**src/rtl/ptw_pkg.sv**
```systemverilog
package ptw_pkg;

  localparam int AW          = 32;
  localparam int TTB_LSB     = 14;
  localparam int L1_IDX_LSB  = 20;
  localparam int L2_IDX_LSB  = 12;
  localparam int COARSE_LSB  = 10;
  localparam int SS_SEL_BIT  = 18;

  typedef enum logic [2:0] {
    ST_IDLE    = 3'd0,
    ST_L1_REQ  = 3'd1,
    ST_L1_WAIT = 3'd2,
    ST_L2_REQ  = 3'd3,
    ST_L2_WAIT = 3'd4,
    ST_DONE    = 3'd5
  } wstate_e;

  typedef enum logic [1:0] {
    SZ_4K  = 2'd0,
    SZ_64K = 2'd1,
    SZ_1M  = 2'd2,
    SZ_16M = 2'd3
  } psize_e;

  typedef enum logic [1:0] {
    FLT_NONE = 2'd0,
    FLT_LVL1 = 2'd1,
    FLT_LVL2 = 2'd2
  } fault_e;

  typedef struct packed {
    logic       ng;
    logic       shared;
    logic       xn;
    logic [2:0] ap;
    logic [2:0] tex;
    logic       ns;
  } attr_t;

  typedef struct packed {
    logic [AW-1:0] pa;
    psize_e        size;
    attr_t         attr;
    fault_e        fault;
  } walk_res_t;

  function automatic logic [AW-1:0] l1_desc_addr(input logic [AW-1:0] ttb,
                                                  input logic [AW-1:0] va);
    l1_desc_addr = {ttb[AW-1:TTB_LSB], va[AW-1:L1_IDX_LSB], 2'b00};
  endfunction

  function automatic logic [AW-1:0] l2_desc_addr(input logic [AW-1:COARSE_LSB] base,
                                                  input logic [AW-1:0] va);
    l2_desc_addr = {base, va[L1_IDX_LSB-1:L2_IDX_LSB], 2'b00};
  endfunction

  function automatic logic [AW-1:0] offset_mask(input psize_e sz);
    case (sz)
      SZ_16M:  offset_mask = 32'h00FF_FFFF;
      SZ_1M:   offset_mask = 32'h000F_FFFF;
      SZ_64K:  offset_mask = 32'h0000_FFFF;
      default: offset_mask = 32'h0000_0FFF;
    endcase
  endfunction

  function automatic logic [AW-1:0] splice_pa(input logic [AW-1:0] desc,
                                               input logic [AW-1:0] va,
                                               input psize_e        sz);
    logic [AW-1:0] m;
    m = offset_mask(sz);
    splice_pa = (desc & ~m) | (va & m);
  endfunction

endpackage

```
**src/rtl/ptw_l1_decode.sv**
```systemverilog
module ptw_l1_decode
  import ptw_pkg::*;
(
  input  logic [AW-1:0]         desc,
  input  logic [AW-1:0]         va,
  output logic                  is_fault,
  output logic                  is_table,
  output walk_res_t             leaf,
  output logic [AW-1:COARSE_LSB] coarse_base,
  output logic                  table_ns
);

  logic [1:0] kind;
  psize_e     sz;

  assign kind        = desc[1:0];
  assign is_table    = (kind == 2'b01);
  assign is_fault    = (kind == 2'b00) || (kind == 2'b11);
  assign coarse_base = desc[AW-1:COARSE_LSB];
  assign table_ns    = desc[3];
  assign sz          = desc[SS_SEL_BIT] ? SZ_16M : SZ_1M;

  always_comb begin
    leaf = '0;
    if (kind == 2'b10) begin
      leaf.size        = sz;
      leaf.pa          = splice_pa(desc, va, sz);
      leaf.attr.xn     = desc[4];
      leaf.attr.ap     = {desc[15], desc[11:10]};
      leaf.attr.tex    = desc[14:12];
      leaf.attr.shared = desc[16];
      leaf.attr.ng     = desc[17];
      leaf.attr.ns     = desc[19];
      leaf.fault       = FLT_NONE;
    end else if (is_fault) begin
      leaf.fault = FLT_LVL1;
    end
  end

endmodule

```
**src/rtl/ptw_l2_decode.sv**
```systemverilog
module ptw_l2_decode
  import ptw_pkg::*;
(
  input  logic [AW-1:0] desc,
  input  logic [AW-1:0] va,
  input  logic          ns,
  output walk_res_t     res
);

  logic is_small;
  logic is_large;

  assign is_small = desc[1];
  assign is_large = (desc[1:0] == 2'b01);

  always_comb begin
    res = '0;
    if (is_small) begin
      res.size        = SZ_4K;
      res.pa          = splice_pa(desc, va, SZ_4K);
      res.attr.xn     = desc[0];
      res.attr.tex    = desc[8:6];
    end else if (is_large) begin
      res.size        = SZ_64K;
      res.pa          = splice_pa(desc, va, SZ_64K);
      res.attr.xn     = desc[15];
      res.attr.tex    = desc[14:12];
    end
    if (is_small || is_large) begin
      res.attr.ap     = {desc[9], desc[5:4]};
      res.attr.shared = desc[10];
      res.attr.ng     = desc[11];
      res.attr.ns     = ns;
      res.fault       = FLT_NONE;
    end else begin
      res.fault = FLT_LVL2;
    end
  end

endmodule

```
**src/rtl/ptw_ctrl.sv**
```systemverilog
module ptw_ctrl
  import ptw_pkg::*;
(
  input  logic    clk,
  input  logic    rst_n,
  input  logic    start,
  input  logic    req_ready,
  input  logic    rsp_valid,
  input  logic    l1_table,
  output wstate_e state,
  output logic    accept,
  output logic    l1_take,
  output logic    l2_take,
  output logic    req_valid,
  output logic    busy,
  output logic    done
);

  wstate_e nxt;

  always_comb begin
    nxt = state;
    case (state)
      ST_IDLE:    if (start)     nxt = ST_L1_REQ;
      ST_L1_REQ:  if (req_ready) nxt = ST_L1_WAIT;
      ST_L1_WAIT: if (rsp_valid) nxt = l1_table ? ST_L2_REQ : ST_DONE;
      ST_L2_REQ:  if (req_ready) nxt = ST_L2_WAIT;
      ST_L2_WAIT: if (rsp_valid) nxt = ST_DONE;
      ST_DONE:                   nxt = ST_IDLE;
      default:                   nxt = ST_IDLE;
    endcase
  end

  always_ff @(posedge clk) begin
    if (!rst_n) state <= ST_IDLE;
    else        state <= nxt;
  end

  assign accept    = (state == ST_IDLE) && start;
  assign l1_take   = (state == ST_L1_WAIT) && rsp_valid;
  assign l2_take   = (state == ST_L2_WAIT) && rsp_valid;
  assign req_valid = (state == ST_L1_REQ) || (state == ST_L2_REQ);
  assign busy      = (state != ST_IDLE);
  assign done      = (state == ST_DONE);

endmodule

```
**src/rtl/ptw_walker.sv**
```systemverilog
module ptw_walker
  import ptw_pkg::*;
(
  input  logic          clk,
  input  logic          rst_n,
  input  logic          walk_start,
  input  logic [31:0]   walk_va,
  input  logic [31:0]   walk_ttb,
  output logic          busy,
  output logic          done,
  output logic          mem_req_valid,
  input  logic          mem_req_ready,
  output logic [31:0]   mem_req_addr,
  input  logic          mem_rsp_valid,
  input  logic [31:0]   mem_rsp_data,
  output logic [31:0]   res_pa,
  output logic [1:0]    res_size,
  output logic [1:0]    res_fault,
  output logic          res_ng,
  output logic          res_shared,
  output logic          res_xn,
  output logic [2:0]    res_ap,
  output logic [2:0]    res_tex,
  output logic          res_ns
);

  wstate_e               state;
  logic                  walk_accept;
  logic                  l1_rsp_take;
  logic                  l2_rsp_take;
  logic                  l1_is_fault;
  logic                  l1_is_table;
  walk_res_t             l1_leaf;
  walk_res_t             l2_res;
  logic [AW-1:COARSE_LSB] l1_coarse;
  logic                  l1_ns;

  logic [AW-1:0]          va_q;
  logic [AW-1:0]          ttb_q;
  logic [AW-1:COARSE_LSB] coarse_q;
  logic                  ns_q;
  walk_res_t             res_q;

  ptw_ctrl u_ctrl (
    .clk       (clk),
    .rst_n     (rst_n),
    .start     (walk_start),
    .req_ready (mem_req_ready),
    .rsp_valid (mem_rsp_valid),
    .l1_table  (l1_is_table),
    .state     (state),
    .accept    (walk_accept),
    .l1_take   (l1_rsp_take),
    .l2_take   (l2_rsp_take),
    .req_valid (mem_req_valid),
    .busy      (busy),
    .done      (done)
  );

  ptw_l1_decode u_l1 (
    .desc        (mem_rsp_data),
    .va          (va_q),
    .is_fault    (l1_is_fault),
    .is_table    (l1_is_table),
    .leaf        (l1_leaf),
    .coarse_base (l1_coarse),
    .table_ns    (l1_ns)
  );

  ptw_l2_decode u_l2 (
    .desc (mem_rsp_data),
    .va   (va_q),
    .ns   (ns_q),
    .res  (l2_res)
  );

  always_ff @(posedge clk) begin
    if (!rst_n) begin
      va_q     <= '0;
      ttb_q    <= '0;
      coarse_q <= '0;
      ns_q     <= 1'b0;
      res_q    <= '0;
    end else begin
      if (walk_accept) begin
        va_q  <= walk_va;
        ttb_q <= walk_ttb;
      end
      if (l1_rsp_take) begin
        if (l1_is_table) begin
          coarse_q <= l1_coarse;
          ns_q     <= l1_ns;
        end else begin
          res_q <= l1_leaf;
        end
      end
      if (l2_rsp_take) res_q <= l2_res;
    end
  end

  assign mem_req_addr = (state == ST_L2_REQ) ? l2_desc_addr(coarse_q, va_q)
                                             : l1_desc_addr(ttb_q, va_q);

  assign res_pa     = res_q.pa;
  assign res_size   = res_q.size;
  assign res_fault  = res_q.fault;
  assign res_ng     = res_q.attr.ng;
  assign res_shared = res_q.attr.shared;
  assign res_xn     = res_q.attr.xn;
  assign res_ap     = res_q.attr.ap;
  assign res_tex    = res_q.attr.tex;
  assign res_ns     = res_q.attr.ns;

endmodule

```
**config.mk**
```make
export PLATFORM = sky130hd
export DESIGN_NAME = ptw_walker
export DESIGN_NICKNAME = d
export VERILOG_FILES = /design/src/rtl/ptw_pkg.sv /design/src/rtl/ptw_l1_decode.sv /design/src/rtl/ptw_l2_decode.sv /design/src/rtl/ptw_ctrl.sv /design/src/rtl/ptw_walker.sv
export SDC_FILE = /design/constraint.sdc
export NUM_CORES = 1
export LEC_CHECK = 0
export ABC_AREA = 1
export CORE_UTILIZATION = 54
export CTS_CLUSTER_SIZE = 10
export DETAILED_ROUTE_END_ITERATION = 10
export DONT_BUFFER_PORTS = 1
export PLACE_DENSITY = 0.66
export RECOVER_POWER = 25
export SETUP_SLACK_MARGIN = 0.15
export SKIP_CTS_REPAIR_TIMING = 1
export SYNTH_ARGS = -nofsm -noshare
export SYNTH_HDL_FRONTEND = slang
export SYNTH_SLANG_ARGS = --single-unit
```
**constraint.sdc**
```tcl
create_clock -name clk -period 3.4 [get_ports clk]
set_input_delay 0.17 -clock clk [delete_from_list [all_inputs] [get_ports clk]]
set_output_delay 0.17 -clock clk [all_outputs]
set_load 0.02 [all_outputs]
```
### After elaboration in Yosys (flattened, before gate mapping)

Cells that the tools add are included.

| word-level totals | value |
|---|---|
| flip-flop bits (word level) | 136 |
| bits of input ports | 101 |
| output and inout bits | 81 |
| logic and storage cells | 86 |

| cells by class | value |
|---|---|
| equal/unequal tests | 17 |
| multiplexer cells | 30 |
| bitwise operators | 12 |
| reductions and logical operators | 13 |

Operators with widths:

| kind | number |
|---|---|
| $and A32 B32 Y32 | 6 |
| $mux W32 | 5 |
| $mux W46 | 3 |
| $not A32 Y32 | 3 |
| $or A32 B32 Y32 | 3 |
| $pmux W24 S3 | 1 |
| $mux W34 | 2 |
| $mux W44 | 1 |
| $mux W3 | 9 |
| $pmux W3 S5 | 1 |
| $ne A2 B2 Y1 const B | 6 |
| $eq A2 B2 Y1 const B | 4 |
| $eq A3 B2 Y1 const B | 2 |
| $eq A3 B3 Y1 const B | 2 |
| $mux W2 | 3 |
| $mux W1 | 5 |
| $reduce_and A5 Y1 | 1 |
| $eq A2 B1 Y1 const B | 2 |
| $reduce_and A2 Y1 | 2 |
| $eq A3 B1 Y1 const B | 1 |
| $logic_and A1 B1 Y1 | 3 |
| $logic_not A3 Y1 | 1 |
| $logic_or A1 B1 Y1 | 3 |
| $reduce_bool A3 Y1 | 1 |
| 2 further kinds | 2 |

### Depth between registers and ports, before layout

| logic depth | value |
|---|---|
| word-level depth | 11 |
| gate-level depth with buffers | 12 |
| depth with buffers taken out | 8 |

### Hierarchy

A second synthesis with hierarchy kept.

| unflattened totals | value |
|---|---|
| cell total of the unflattened synthesis | 1,142 |
| area total of the unflattened synthesis | 7,051.8 um^2 |

Modules (own cells, without submodules):

| module | instances | cells each | area an instance (um^2) | seq. area each (um^2) |
|---|---|---|---|---|
| ptw_walker | 1 | 858 | 5,555.3 | 2,382.3 |
| ptw_l1_decode | 1 | 135 | 676.9 | 0.0 |
| ptw_l2_decode | 1 | 103 | 535.5 | 0.0 |
| ptw_ctrl | 1 | 46 | 284.0 | 60.1 |

### Worst setup path after synthesis

OpenSTA, ideal clock, no wires.

| timing | value |
|---|---|
| path kind | input -> register |
| from | input mem_rsp_data[1] |
| to | register res_q (netlist bit res_tex[0]) |
| library setup time | 70 ps |
| arrival | 1,730 ps |
| required time | 3,330 ps |
| slack | 1,600 ps |
| stages on the path | 12 |
| path buffers | 4 |
| path through | clkbuf_1 -> inv_1 -> clkbuf_1 -> ha_1 -> buf_2 -> clkbuf_1 -> nand3_1 -> nand2_1 -> nand2_1 -> nand2_1 -> nand2_1 -> a21oi_1 |

| between the ends | value |
|---|---|
| word-level cells in the longest chain between the ends | 5 |
| elaborated cells on any way between the ends | 10 |

RTL lines:

| element | line | text |
|---|---|---|
| start: declaration | ptw_walker.sv:15 | `input logic [31:0] mem_rsp_data,` |
| $eq A2 B2 Y1 | ptw_l1_decode.sv:25 | `if (kind == 2'b10) begin` |
| $mux W44 | ptw_l1_decode.sv:25 |  |
| $mux W46 | ptw_walker.sv:90 | `if (l1_is_table) begin` |
| $mux W46 | ptw_walker.sv:89 | `if (l1_rsp_take) begin` |
| $mux W46 | ptw_walker.sv:97 | `if (l2_rsp_take) res_q <= l2_res;` |
| end signal: assignment | ptw_walker.sv:94 | `res_q <= l1_leaf;` |
| end signal: assignment | ptw_walker.sv:97 |  |
| end: declaration | ptw_walker.sv:42 | `walk_res_t res_q;` |

Several ways; a longest one is shown, not always the timed one. The select of a mux whose other input is x is not followed.
A chain may end at the register's enable or synchronous reset.

### Worst setup path after layout

| timing | value |
|---|---|
| from | register u_ctrl.state[2] |
| to | output mem_req_addr[17] |

| between the ends | value |
|---|---|
| word-level cells in the longest chain between the ends | 2 |

RTL lines:

| element | line | text |
|---|---|---|
| start: declaration | ptw_ctrl.sv:10 | `output wstate_e state,` |
| start signal: assignment | ptw_ctrl.sv:36 | `else state <= nxt;` |
| $eq A3 B2 Y1 | ptw_walker.sv:101 | `assign mem_req_addr = (state == ST_L2_REQ) ? l2_desc_addr(coarse_q, va_q)` |
| $mux W32 | ptw_walker.sv:101 |  |
| end: declaration | ptw_walker.sv:13 | `output logic [31:0] mem_req_addr,` |

Every way passes these cells.

==> results summary <==
The portion of total power attributed to the clock network came out at 0.361. The combinational share of power is 0.251. The count of buffers added on input and output ports is 0.

The number of max-slew violations in the final report was 0. The number of buffers inserted during clock tree synthesis came out at 17. The width of the chip is 104 um. In this run the tightest slew margin relative to its limit is 0.356.

The launch instance of the worst register-to-register path is u_ctrl.state[0]. In this run the worst hold path is classified as in2reg. The portion of the post-synthesis area used by sequential elements came out at 0.432. The run finished, with violations left. The sum of routed wire length over all layers came out at 16300 um. The worst clock skew on the final layout came out at 10.7 ps.

The number of filler cells placed in the layout is 858. The library cell used most frequently in the layout, excluding fill and tap cells, is o21ai_0. The endpoint of the worst setup timing path is mem_req_addr[17].

The total internal power came out at 0.00349 W. In this run the power spent charging and discharging nets is 0.00196 W. Entering global routing, the biggest net connects 116 pins.

The finished cells cover 0.00709 mm^2. The detail-routed via count per cell came out at 5.50. The worst-path maximum fanout came out at 60. The largest buffer count on any clock path is 2. For this design the static power due to leakage is 2.82 nW. The number of global-route vias before repair came out at 4718. The final count of negative-setup-slack endpoints is 0. The highest achievable clock rate is 0.330 GHz. The number of antenna violations at the first check in global routing came out at 0. The final reports fail on negative hold slack. The average instance in the mapped netlist occupies 6.96 um^2. The measured slew at the worst slew-check pin came out at 965 ps. In this run the cell area measured after placement is 0.00561 mm^2. Setup repair after global routing left no endpoint under its margin. Of the total power, the share spent switching nets is 0.360.

Clock-pin slew was measured on the worst setup and hold paths at 60 ps. The fraction of final layout cells sized beyond drive strength 1 came out at 0.0643. The number of flip-flops and latches in the synthesized netlist is 122. Clock tree synthesis found a total of 122 sinks.

The cell sitting at the root of the clock tree is a clkbuf_8. In this run the worst setup path begins at u_ctrl.state[2]. The CTS H-tree depth came out at 4.

The final count of hold timing violations is 5. Synthesis produced a netlist whose cell count is 813. The endpoint identified for the worst register-to-register timing path is ttb_q[25].

The die covers 0.0109 mm^2. The area growth from synthesis to layout is 25.2%. For this design the ratio of total power to cell area is 769 mW/mm^2.

Before antenna repair, the detailed router went through 5 iterations. For the finished layout, the period the worst path requires is 3030 ps. The launching element type of the critical path is a flop.

The initial core utilization is 0.553. Row generation in the floorplan step produced 37 rows. The setup TNS after final layout came out at 0 ps. Across every metal layer, demand over resource in global routing totals 0.281. The via count of the routed design is 5540. The sequential power share is 0.389.

The detail-routed net length per standard cell came out at 16.1 um. The detailed placer's ending HPWL came out at 10000 um. In this run the most critical hold path is launched from mem_rsp_data[24]. During synthesis, Yosys emitted a total of 0 warnings.

The global placement routability congestion came out at 0.852. Global routing finished with a remaining overflow of 0. The number of antenna diodes in the final layout is 0. After detailed routing, the number of remaining DRC violations is 0.

In the layout the commonest cells are o21ai_0, dfxtp_1, nand2_1, nor2_1, inv_1. In this run, the number of DRC markers left after iteration 0 of detailed routing was 503. The height of the chip is 104 um. The core box area is 0.0102 mm^2. The minimum hold slack is -39.8 ps. STA classifies the critical path endpoint as an output port. The number of antenna-violating nets in the routed design came out at 0. The flop-to-flop setup slack came out at 780 ps.

The ratio of final minimum period to clock period is 0.893. The kind of critical path is reg2out. The later pin in the worst-skew pair is clocked with a latency of 520 ps. The number of cells on the worst reg-to-reg path is 5. TritonCTS built the clock tree. Pin placement for this block handled 182 I/O pins. The post-synthesis instance area is 0.00566 mm^2. The count of unique library cells instantiated by Yosys is 27. The global-route wire length before repair is 24100 um. The required arrival time at the worst endpoint is 3230 ps.

The arrival time of data at the critical path endpoint is 2860 ps. The number of maximum-capacitance constraint violations is 0. The net total in the final layout came out at 962. The worst IR drop on VDD is 0.000504 V.
[cell type report]
cell class | instances | area, um^2 | area share
Multi-Input combinational cell | 540 | 2600 | 0.367
Sequential cell | 122 | 2440 | 0.345
Timing Repair Buffer | 89 | 886 | 0.125
Clock buffer | 19 | 442 | 0.0623
Inverter | 88 | 332 | 0.0468
Clock inverter | 13 | 216 | 0.0305
Tap cell | 136 | 170 | 0.0240
[cells by family (layout without fill, tap and decap cells)]
group | count (synthesis) | after routing | share of synthesized area
buffers and inverters | 152 | 209 | 0.112
AO/OA/AOI/OAI | 294 | 294 | 0.264
other | 1 | 2 | 0.000663
AND/OR/NAND/NOR | 241 | 241 | 0.186
flip-flops | 122 | 122 | 0.432
adder cells (fa/ha/maj) | 3 | 3 | 0.00663
[critical path, cell delays in order (launching register included)]
cell     delay (ps)
dfxtp_1         380
inv_1           240
nand2_1         120
inv_1           200
nand2_2         550
o21ai_0         840
[sequential cells by signal (all words and copies together) (netlist names)]
signal,count
res_ap,3
coarse_q,22
ttb_q,18
u_ctrl.state,3
res_size,2
res_ns,1
res_fault,2
res_xn,1
res_ng,1
res_pa,32
res_tex,3
va_q,32
res_shared,1
ns_q,1
[worst min-delay path by stage]
stage / endpoint / cells past startpoint
6_report: res_pa[24] / 4
5_1_grt: res_pa[26] / 4
4_1_cts: u_ctrl.state[1] / 2
3_5_place_dp: u_ctrl.state[1] / 2
3_3_place_gp: u_ctrl.state[1] / 2
2_1_floorplan: coarse_q[12] / 2
[metal layers]
metal  global-route usage  routed length (um)  up-vias
met1                0.353                7130     2555
met4                0.111                 284        0
met2                0.435                7530      208
met5                    0                   0        -
li1                     -                   -     2754
met3                0.102                1320       23
[synthesized netlist by cell type]
cell | instances | area (um^2)
nand3_4 | 2 | 35.0
nand2_1 | 89 | 334
o21ai_0 | 172 | 861
nor2_4 | 3 | 33.8
buf_2 | 15 | 75.1
nor3_1 | 2 | 10.0
conb_1 | 1 | 3.75
ha_1 | 3 | 37.5
clkinv_2 | 1 | 5.00
dfxtp_1 | 122 | 2440
buf_4 | 7 | 52.6
nor2_1 | 88 | 330
nand3b_1 | 1 | 7.51
buf_1 | 6 | 22.5
or2_2 | 1 | 6.26
o21ai_1 | 32 | 160
inv_1 | 84 | 315
nand2_2 | 2 | 12.5
nand2_4 | 1 | 11.3
nand3_2 | 2 | 20.0
clkbuf_1 | 34 | 128
nand3_1 | 50 | 250
clkinv_1 | 1 | 3.75
a21oi_1 | 82 | 410
buf_6 | 2 | 22.5
o21a_1 | 8 | 60.1
inv_2 | 2 | 7.51
[power groups by stage]
stage / clock, W / sequential, W / combinational, W
floorplan: 0 / 0.00206 / 0.00109
global placement: 0 / 0.00213 / 0.00121
detailed placement: 0 / 0.00214 / 0.00125
CTS: 0.00200 / 0.00211 / 0.00126
global route: 0.00206 / 0.00216 / 0.00153
finish: 0.00196 / 0.00212 / 0.00137
[per-stage QoR]
| step | total power (W) | setup slack (ps) | utilization | hold WS [ps] | cells |
|---|---|---|---|---|---|
| 6_report | 0.00545 | 365 | 0.693 | -39.8 | 1007 |
| 5_1_grt | 0.00575 | 94.0 | 0.693 | -6.80 | 1007 |
| 4_1_cts | 0.00536 | 429 | 0.613 | -231 | 927 |
| 3_5_place_dp | 0.00339 | 986 | 0.548 | 306 | 895 |
| 3_3_place_gp | 0.00334 | 994 | 0.548 | 314 | 895 |
| 2_1_floorplan | 0.00315 | 1600 | - | 313 | 814 |
(Power assumes the default switching activity.)
